## config.mk

```make
export PLATFORM = sky130hd
export DESIGN_NAME = wdw_top
export DESIGN_NICKNAME = d
export VERILOG_FILES = /design/src/rtl/wdw_pkg.sv /design/src/rtl/wdw_svc.sv /design/src/rtl/wdw_count.sv /design/src/rtl/wdw_flags.sv /design/src/rtl/wdw_top.sv
export SDC_FILE = /design/constraint.sdc
export NUM_CORES = 1
export LEC_CHECK = 0
export BUFFER_PORTS_ARGS = -buffer_cell sky130_fd_sc_hd__buf_4
export CAP_MARGIN = 0
export CORE_MARGIN = 2
export CORE_UTILIZATION = 55
export CTS_CLUSTER_DIAMETER = 150
export DETAILED_ROUTE_END_ITERATION = 16
export HOLD_SLACK_MARGIN = 0.1
export PLACE_DENSITY = 0.87
export SLEW_MARGIN = 20
export SYNTH_ARGS = -nofsm -noshare
export SYNTH_HDL_FRONTEND = slang
export SYNTH_SLANG_ARGS = --single-unit
```

## constraint.sdc

```tcl
create_clock -name clk -period 2.7 [get_ports clk]
set_input_delay 0.27 -clock clk [delete_from_list [all_inputs] [get_ports clk]]
set_output_delay 0.27 -clock clk [all_outputs]
set_load 0.05 [all_outputs]
```

## src/rtl/wdw_pkg.sv

```systemverilog
package wdw_pkg;
  localparam logic [7:0]  OFS_CTL  = 8'h00;
  localparam logic [7:0]  OFS_SVC  = 8'h04;
  localparam logic [7:0]  OFS_STAT = 8'h08;
  localparam logic [7:0]  OFS_ROUT = 8'h0C;
  localparam logic [7:0]  OFS_KEY  = 8'h14;
  localparam logic [7:0]  KEY_CLOSE = 8'h24;
  localparam logic [7:0]  KEY_OPEN  = 8'h42;
  localparam logic [31:0] SVC_FIRST  = 32'h0000_00A5;
  localparam logic [31:0] SVC_SECOND = 32'h0000_005A;
  localparam logic [31:0] CTL_MASK   = 32'h0000_F3FF;
  localparam int NUM_LIM = 3;   // 0: interrupt, 1: reset, 2: early

  typedef struct packed {
    logic rst_hit;   // bit 2
    logic early;     // bit 1
    logic tmo;       // bit 0
  } wdw_flags_t;
endpackage

```

## src/rtl/wdw_svc.sv

```systemverilog
module wdw_svc
  import wdw_pkg::*;
(
  input  logic        clk,
  input  logic        rst_n,
  input  logic        wr_svc,
  input  logic [31:0] wdata,
  output logic        svc_ok
);
  logic armed_q, armed_d;

  always_comb begin
    armed_d = armed_q;
    svc_ok  = 1'b0;
    if (wr_svc) begin
      svc_ok  = armed_q && (wdata == SVC_SECOND);
      armed_d = (wdata == SVC_FIRST);
    end
  end

  always_ff @(posedge clk or negedge rst_n) begin
    if (!rst_n) armed_q <= 1'b0;
    else if (wr_svc) armed_q <= armed_d;
  end

  // an aborting value drops the armed state
  assert_abort_disarms_R5: assert property (@(posedge clk) disable iff (!rst_n)
    (wr_svc && wdata != SVC_FIRST) |=> !armed_q);
endmodule

```

## src/rtl/wdw_count.sv

```systemverilog
module wdw_count
  import wdw_pkg::*;
#(
  parameter int SCALE_SHIFT = 16
) (
  input  logic                       clk,
  input  logic                       rst_n,
  input  logic                       run,
  input  logic                       svc_ok,
  input  logic [NUM_LIM-1:0][3:0]    codes,
  output logic                       hit_tmo,
  output logic                       hit_rst,
  output logic                       too_early
);
  localparam int CNT_W   = 32 - SCALE_SHIFT;
  localparam int LOG_TOP = 31 - SCALE_SHIFT;

  logic [CNT_W-1:0] cnt_q, cnt_d, cnt_inc;
  logic [NUM_LIM-1:0][CNT_W-1:0] lim;
  logic adv;

  for (genvar i = 0; i < NUM_LIM; i++) begin : g_lim
    always_comb lim[i] = CNT_W'(1) << (LOG_TOP - int'(codes[i]));
  end

  always_comb begin
    adv     = run && !svc_ok;
    cnt_inc = (cnt_q == {CNT_W{1'b1}}) ? cnt_q : cnt_q + CNT_W'(1);
    cnt_d   = svc_ok ? '0 : (adv ? cnt_inc : cnt_q);
    hit_tmo   = adv && (cnt_inc == lim[0]);
    hit_rst   = adv && (cnt_inc == lim[1]);
    too_early = svc_ok && (cnt_q < lim[2]);
  end

  always_ff @(posedge clk or negedge rst_n) begin
    if (!rst_n) cnt_q <= '0;
    else if (svc_ok || adv) cnt_q <= cnt_d;
  end

  assert_svc_zero_R5: assert property (@(posedge clk) disable iff (!rst_n)
    svc_ok |=> (cnt_q == '0));
  assert_hold_R2: assert property (@(posedge clk) disable iff (!rst_n)
    (!run && !svc_ok) |=> $stable(cnt_q));
  assert_svc_no_hit_R10: assert property (@(posedge clk) disable iff (!rst_n)
    svc_ok |-> !(hit_tmo || hit_rst));
endmodule

```

## src/rtl/wdw_flags.sv

```systemverilog
module wdw_flags
  import wdw_pkg::*;
(
  input  logic       clk,
  input  logic       rst_n,
  input  wdw_flags_t set_v,
  input  logic       clr_en,
  input  logic [2:0] clr_v,
  input  logic [2:0] route,
  output wdw_flags_t flags,
  output logic       irq,
  output logic       rst_pulse
);
  wdw_flags_t flags_d;
  logic       pulse_d;

  always_comb begin
    flags_d = flags;
    if (clr_en) flags_d = wdw_flags_t'(flags & ~clr_v);
    flags_d = wdw_flags_t'(flags_d | set_v);
    pulse_d = set_v.rst_hit && route[2];
    irq     = (flags.tmo && route[0]) || (flags.early && route[1]);
  end

  always_ff @(posedge clk or negedge rst_n) begin
    if (!rst_n) begin
      flags     <= '0;
      rst_pulse <= 1'b0;
    end else begin
      flags     <= flags_d;
      rst_pulse <= pulse_d;
    end
  end

  assert_pulse_single_R4: assert property (@(posedge clk) disable iff (!rst_n)
    rst_pulse |=> !rst_pulse);
  assert_set_wins_R8: assert property (@(posedge clk) disable iff (!rst_n)
    set_v.tmo |=> flags.tmo);
  assert_early_flag_R6: assert property (@(posedge clk) disable iff (!rst_n)
    set_v.early |=> flags.early);
endmodule

```

## src/rtl/wdw_top.sv

```systemverilog
module wdw_top
  import wdw_pkg::*;
#(
  parameter int SCALE_SHIFT = 16
) (
  input  logic        clk,
  input  logic        rst_n,
  input  logic        bus_sel,
  input  logic        bus_wr,
  input  logic [7:0]  bus_addr,
  input  logic [31:0] bus_wdata,
  output logic [31:0] bus_rdata,
  output logic        irq,
  output logic        rst_pulse
);
  logic [31:0] ctl_q, ctl_d;
  logic [2:0]  rout_q, rout_d;
  logic        lock_q, lock_d;
  logic        wr, wr_ctl, wr_svc, wr_stat, wr_rout, wr_key;
  logic        svc_ok, hit_tmo, hit_rst, too_early;
  wdw_flags_t  flags, set_v;
  logic [NUM_LIM-1:0][3:0] codes;

  always_comb begin
    wr      = bus_sel && bus_wr;
    wr_ctl  = wr && (bus_addr == OFS_CTL);
    wr_svc  = wr && (bus_addr == OFS_SVC);
    wr_stat = wr && (bus_addr == OFS_STAT);
    wr_rout = wr && (bus_addr == OFS_ROUT);
    wr_key  = wr && (bus_addr == OFS_KEY);
    ctl_d   = (wr_ctl && !lock_q) ? (bus_wdata & CTL_MASK) : ctl_q;
    rout_d  = wr_rout ? bus_wdata[2:0] : rout_q;
    lock_d  = lock_q;
    if (wr_key && bus_wdata[7:0] == KEY_CLOSE) lock_d = 1'b1;
    if (wr_key && bus_wdata[7:0] == KEY_OPEN)  lock_d = 1'b0;
    codes[0] = ctl_q[3:0];
    codes[1] = ctl_q[7:4];
    codes[2] = ctl_q[15:12];
    set_v    = '{rst_hit: hit_rst, early: too_early, tmo: hit_tmo};
  end

  always_ff @(posedge clk or negedge rst_n) begin
    if (!rst_n) begin
      ctl_q  <= '0;
      rout_q <= '0;
      lock_q <= 1'b0;
    end else begin
      ctl_q  <= ctl_d;
      rout_q <= rout_d;
      lock_q <= lock_d;
    end
  end

  always_comb begin
    unique case (bus_addr)
      OFS_CTL:  bus_rdata = ctl_q;
      OFS_STAT: bus_rdata = {29'b0, flags};
      OFS_ROUT: bus_rdata = {29'b0, rout_q};
      OFS_KEY:  bus_rdata = {31'b0, lock_q};
      default:  bus_rdata = '0;
    endcase
  end

  wdw_svc u_svc (
    .clk(clk), .rst_n(rst_n), .wr_svc(wr_svc), .wdata(bus_wdata), .svc_ok(svc_ok)
  );

  wdw_count #(.SCALE_SHIFT(SCALE_SHIFT)) u_count (
    .clk(clk), .rst_n(rst_n), .run(ctl_q[8] && ctl_q[9]), .svc_ok(svc_ok),
    .codes(codes), .hit_tmo(hit_tmo), .hit_rst(hit_rst), .too_early(too_early)
  );

  wdw_flags u_flags (
    .clk(clk), .rst_n(rst_n), .set_v(set_v), .clr_en(wr_stat),
    .clr_v(bus_wdata[2:0]), .route(rout_q), .flags(flags),
    .irq(irq), .rst_pulse(rst_pulse)
  );

  assert_locked_ctl_R9: assert property (@(posedge clk) disable iff (!rst_n)
    (lock_q && wr_ctl) |=> $stable(ctl_q));
  assert_lock_key_R9: assert property (@(posedge clk) disable iff (!rst_n)
    (wr_key && bus_wdata[7:0] == KEY_CLOSE) |=> lock_q);
endmodule

```

-- Word-level counts from Yosys, hierarchy flattened
Cells that the tools add are included.
- add/subtract/negate cells: 4
- bitwise logic cells: 3
- $lt $le $gt $ge: 1
- eq/ne operators: 11
- shift-type cells: 3
- reduce and logical (&&, ||, !) cells: 26
- muxes and demuxes: 8
- operator list (operator ; number):
    $shl 1x32->16 const A ; 3
    $pmux 16 s4 ; 1
    $mux 16 ; 3
    $eq 16x16->1 ; 2
    $eq 32x7->1 const B ; 1
    $eq 32x8->1 const B ; 1
    $logic_and 1x1->1 ; 18
    $add 16x1->16 const B ; 1
    $eq 16x16->1 const B ; 1
    $eq 8x4->1 const B ; 2
    $lt 16x16->1 ; 1
    $sub 4x4->5 const A ; 3
    $eq 8x3->1 const B ; 1
    $eq 8x5->1 const B ; 1
    $eq 8x6->1 const B ; 1
    $eq 8x7->1 const B ; 1
    $logic_not 8->1 ; 1
    $reduce_bool 2->1 ; 2
    $and 3x3->3 ; 1
    $mux 1 ; 3
    $mux 3 ; 1
    $not 3->3 ; 1
    $or 3x3->3 ; 1
    $logic_not 1->1 ; 2
    2 further kinds ; 3
- word-level logic and storage cells: 65
- register bits: 39

-- Logic depth before layout (Yosys ltp)
- depth after elaboration: 7
- depth in mapped cells: 11
- gate-level depth less buffers: 10

-- Hierarchy
A second synthesis with hierarchy kept.
- cells, all modules: 478
- area total of the unflattened synthesis: 3981.3 um2
- modules (own cells, without submodules) (module ; seq. area each (um2) ; instances ; cells each ; area an instance (um2)):
    wdw_count ; 400.4 ; 1 ; 339 ; 2473.6
    wdw_top ; 450.4 ; 1 ; 108 ; 1212.4
    wdw_flags ; 100.1 ; 1 ; 12 ; 148.9
    wdw_svc ; 25.0 ; 1 ; 19 ; 146.4

-- Least setup slack after synthesis
No wires, ideal clock.
- path kind: input port to output port
- start point: in bus_addr[7]
- end point: out bus_rdata[5]
- cell stages on the path: 3
- arrival time: 2.657 ns
- setup slack: -0.227 ns
- path through: or4_1 or3_1 nor4_1
- longest elaborated chain between the ends: 2
- elaborated cells between the ends (all ways): 5
- those cells by class: eq/ne (3); mux (1); reduce/logical (1)
- RTL lines (element ; line ; text):
    from (decl) ; wdw_top.sv:10 ; input logic [7:0] bus_addr,
    $eq 8x5->1 (tied with other cells) ; wdw_top.sv:55 ; unique case (bus_addr)
    $pmux 16 s4 (*) ; wdw_top.sv:55 ;
    to (decl) ; wdw_top.sv:12 ; output logic [31:0] bus_rdata,
Mark *: on every way between the ends. The rest lies on a longest branch, timed or not.

-- Worst setup path after layout
- start point: reg u_count.cnt_q[8]
- end point: reg u_flags.rst_pulse
- longest elaborated chain between the ends: 5
- elaborated cells between the ends (all ways): 6
- those cells by class: add/sub (1); eq/ne (2); mux (1); reduce/logical (2)
- RTL lines (element ; line ; text):
    from (decl) ; wdw_count.sv:18 ; logic [CNT_W-1:0] cnt_q, cnt_d, cnt_inc;
    from (signal assigned) ; wdw_count.sv:37 ; else if (svc_ok || adv) cnt_q <= cnt_d;
    $add 16x1->16 or $eq 16x16->1 (tied branches) ; wdw_count.sv:28 ; cnt_inc = (cnt_q == {CNT_W{1'b1}}) ? cnt_q : cnt_q + CNT_W'(1);
    $mux 16 (*) ; wdw_count.sv:28 ;
    $eq 16x16->1 (*) ; wdw_count.sv:31 ; hit_rst = adv && (cnt_inc == lim[1]);
    $logic_and 1x1->1 (*) ; wdw_count.sv:31 ;
    $logic_and 1x1->1 (*) ; wdw_flags.sv:21 ; pulse_d = set_v.rst_hit && route[2];
    via u_flags.pulse_d ; wdw_flags.sv:15 ; logic pulse_d;
    to (signal assigned) ; wdw_flags.sv:31 ; rst_pulse <= pulse_d;
    to (decl) ; wdw_flags.sv:12 ; output logic rst_pulse
Mark *: on every way through the listed nets, which the timed path passes. The rest lies on a longest branch.
A chain may end at the register's enable or synchronous reset.

==> results.md <==
- Share of the cycle needed by the critical path after routing: 96.43%
- Overall power: 0.001477 W
- Post-synthesis average cell area: ~8 sq um
- Power Dens Cells: 324.4 mW/mm^2
- Total buffers and inverters traversed by the critical path: 0
- Cell at the root of the clock tree: clkbuf_8
- Layout filler cell count: 509
- Pre-CTS WS: approximately 0.14 ns
- Largest vdd supply drop: roughly 0.3 mV
- Number of failing hold endpoints at the final stage: 0
- Transition time at the pin with the least slew margin: 0.8297 ns
- Post-synthesis instance area: 0.003836 sq mm
- Worst skew pair latency: approximately 0.30 ns
- Final Max Slew Viols: 0
- Inserted Diodes: 0
- Antenna Violating Nets Remaining: 0
- Number of sinks on the clock net: 39
- Placed cell area: 0.004413 sq mm
- Max-capacitance violation count: 0
- Relative slew slack: 43.91%
- Number of rows in the core area: 30
- Post-DP HPWL: 8984 microns
- Largest buffer count on any clock path: 2
- Ordered cell list for the critical path: nand4_4, nor4_2, mux2_2, or4_1, a22oi_1, nand4_1, nor2_1
- Routed wire per std cell: 18.80 microns
- Total I/O pin count: roughly 80
- Post-synth ARST share: 100.0%
- Flip-flop and latch count after synthesis: 39
- Worst-path cell with the longest stage delay: or4_1
- Clock slew at the register clock pins of the worst setup and hold paths: 0.08 ns
- Most common cell after layout, fill and taps aside: buf_4
- Commonest non-fill, non-tap cells in the layout: buf_4 (88), nor2_1 (49), nand2_1 (42)
- CTS tree: done
- Fraction of the yosys area taken by sequential cells: 25.44%
- Count of input and output buffers: 59
- Area of the multi-input gates: roughly 0.0027 sq mm
- Drt pass-1 iters: 5
- Vias: 4,079
- CP required: roughly 3 ns
- Final weighted congestion of routability-driven global placement: 1.019
- Chip Width: 87.52 microns
- Overflow left after global routing: 0
- Top cells by area in the synthesized netlist: dfrtp_1 (25%), mux2_2 (7.0%), ha_1 (5.2%), nor2_1 (5.0%), nand2_1 (4.1%)
- Dominant cell type by area after synthesis: dfrtp_1
- Setup Crit Path Kind: reg -> reg
- Combined global-route utilization of all metal layers: 31.02%
- Area of the core region: a little under 0.007 sq mm
- Number of distinct library cell variants in the gate-level netlist after synthesis: 68
- Sum of routed wire length over all layers: about 12,000 microns
- Final setup violation count: 0
- Number of buffers created by CTS: 5
- Total die area: ~0.0077 sq mm
- Violation count after the first detailed-routing iteration: between 500 and 600
- Starting utilization of the core area: 56.78%
- Number of design rule violations left after detail routing: 0
- Number of warnings issued by yosys: 0
- Crit path time final: between 2 and 3 ns
- Gate family responsible for the most delay along the worst path: simple AND/OR/NAND/NOR gates
- Slowest stage delay, CP: 0.51 ns
- Achievable clock frequency: 384.1 MHz
- Wire length of the first global-routing pass: 18,710 microns
- Max H-tree Level: 2
- Register area: 984.7 sq um
- Leakage power: 2.048 nW
- Synth Instances: 481
- Synth-to-Final Area Change: 18.66%
- Type of the worst min-delay path: in -> reg
- Top FF cell, synth: dfrtp_1
- Worst setup EP type: flip-flop
- Via count of the first global-routing pass: 3,811
- Die Height: 87.52 microns
- Final core utilization: around two thirds
- Element type at the critical path start: flip-flop
- Detailed-route vias per instance: 6.495
- Critical path fanouts, max: 9
- Antenna violations before repair: 0
- Area of all placed cells without fillers: 0.004552 sq mm
- Result of the run: completed
- Number of enable-type register cells in the synthesized netlist: 0
- Minimum setup slack in the final design: 0.09646 ns
- Number of nets in the layout: 607
- Worst Skew: 0.008582 ns
- Fraction of final layout cells sized beyond drive strength 1: 26.82%
- Proportion of netlist area held by the largest area contributor: about a quarter
- Data arrival time of the critical path: between 2 and 3 ns
- Largest net degree at the start of global routing: 40
[final timing paths]
path	startpoint	end	slack (ns)	cells after the start
max reg2reg	u_count.cnt_q[8]	u_flags.rst_pulse	0.1	7
min in group asynchronous	rst_n	u_count.cnt_q[12]	0.49	2
max in group asynchronous	rst_n	u_count.cnt_q[3]	1.81	2
min reg2reg	u_flags.flags[2]	u_flags.flags[2]	0.51	2
max	u_count.cnt_q[8]	u_flags.rst_pulse	0.1	7
min	bus_wdata[9]	ctl_q[9]	0.21	2
[cell usage after synthesis, types with 3 or more instances]
cell,number
nor2_1,51
nand2_1,42
dfrtp_1,39
nand3_1,25
mux2_2,24
a21oi_1,23
o21ai_0,22
clkbuf_1,21
nor3_1,19
buf_4,18
ha_1,16
nor4_1,14
and2_1,13
xnor2_1,13
nand4_1,12
or3_1,10
a21o_1,7
a22oi_1,7
buf_2,7
nand2b_1,7
nor2b_1,7
inv_1,6
a31oi_1,5
o21a_1,5
and3_1,4
mux2i_1,4
nand4_4,3
o211ai_1,3
o31ai_1,3
or4_1,3
[cell type report]
cell class              count  area share, %
repair buffers             89          14.73
inverters                   7         0.5772
multi-input cells         405          58.69
flip-flops and latches     39          21.63
well taps                  80          2.199
clock inverters             2         0.3573
clock buffers               6          1.814
[routing by layer]
layer	GRT usage [%]	part of all wire, %
met1	40.72	38
met5	0	0
met2	51.65	49
met3	5.213	9.4
met4	10.91	3.7
[timing repair]
item / 4_1_cts / 5_1_grt
resized for setup: 0 / 12
buffers inserted: 0 / 0
hold buffers: 1 / 0
setup endpoints to repair: 0 / 3
endpoints found under the hold margin: 39 / 0
[logic make-up (layout without fill, tap and decap cells)]
kind of cell / count (synthesis) / after routing / share of synthesized area [%]
AOI/OAI and AO/OA: 97 / 97 / 16.67
other: 1 / 18 / 0.09775
buffers and inverters: 54 / 104 / 7.306
DFF: 39 / 39 / 25.44
xor gates and xnor gates: 15 / 15 / 3.425
muxes: 29 / 29 / 8.480
adders and majority gates: 16 / 16 / 5.218
and+or+nand+nor: 230 / 230 / 33.37
[power breakdown]
group,internal (W),switching [W],total (W)
sequential,0.000593,0.0000192,0.000612
clock,0.000209,0.000230,0.000438
combinational,0.000173,0.000253,0.000427
[flip-flops by register name, summed over array words and instances, names as in the netlist]
| name | cells |
|---|---|
| u_flags.flags | 3 |
| u_count.cnt_q | 16 |
| rout_q | 3 |
| u_flags.rst_pulse | 1 |
| u_svc.armed_q | 1 |
| ctl_q | 14 |
| lock_q | 1 |
[through the flow]
| stage | setup TNS, ns | hold slack, ns | instances |
|---|---|---|---|
| 6_report | 0 | 0.2076 | 628 |
| 5_1_grt | -0.005305 | 0.2090 | 628 |
| 4_1_cts | 0 | 0.2090 | 628 |
| 3_5_place_dp | 0 | 0.2880 | 619 |
| 3_3_place_gp | 0 | 0.2795 | 619 |
| 2_1_floorplan | 0 | -0.02559 | 498 |
Note: power is estimated with default switching activity, not from simulation.
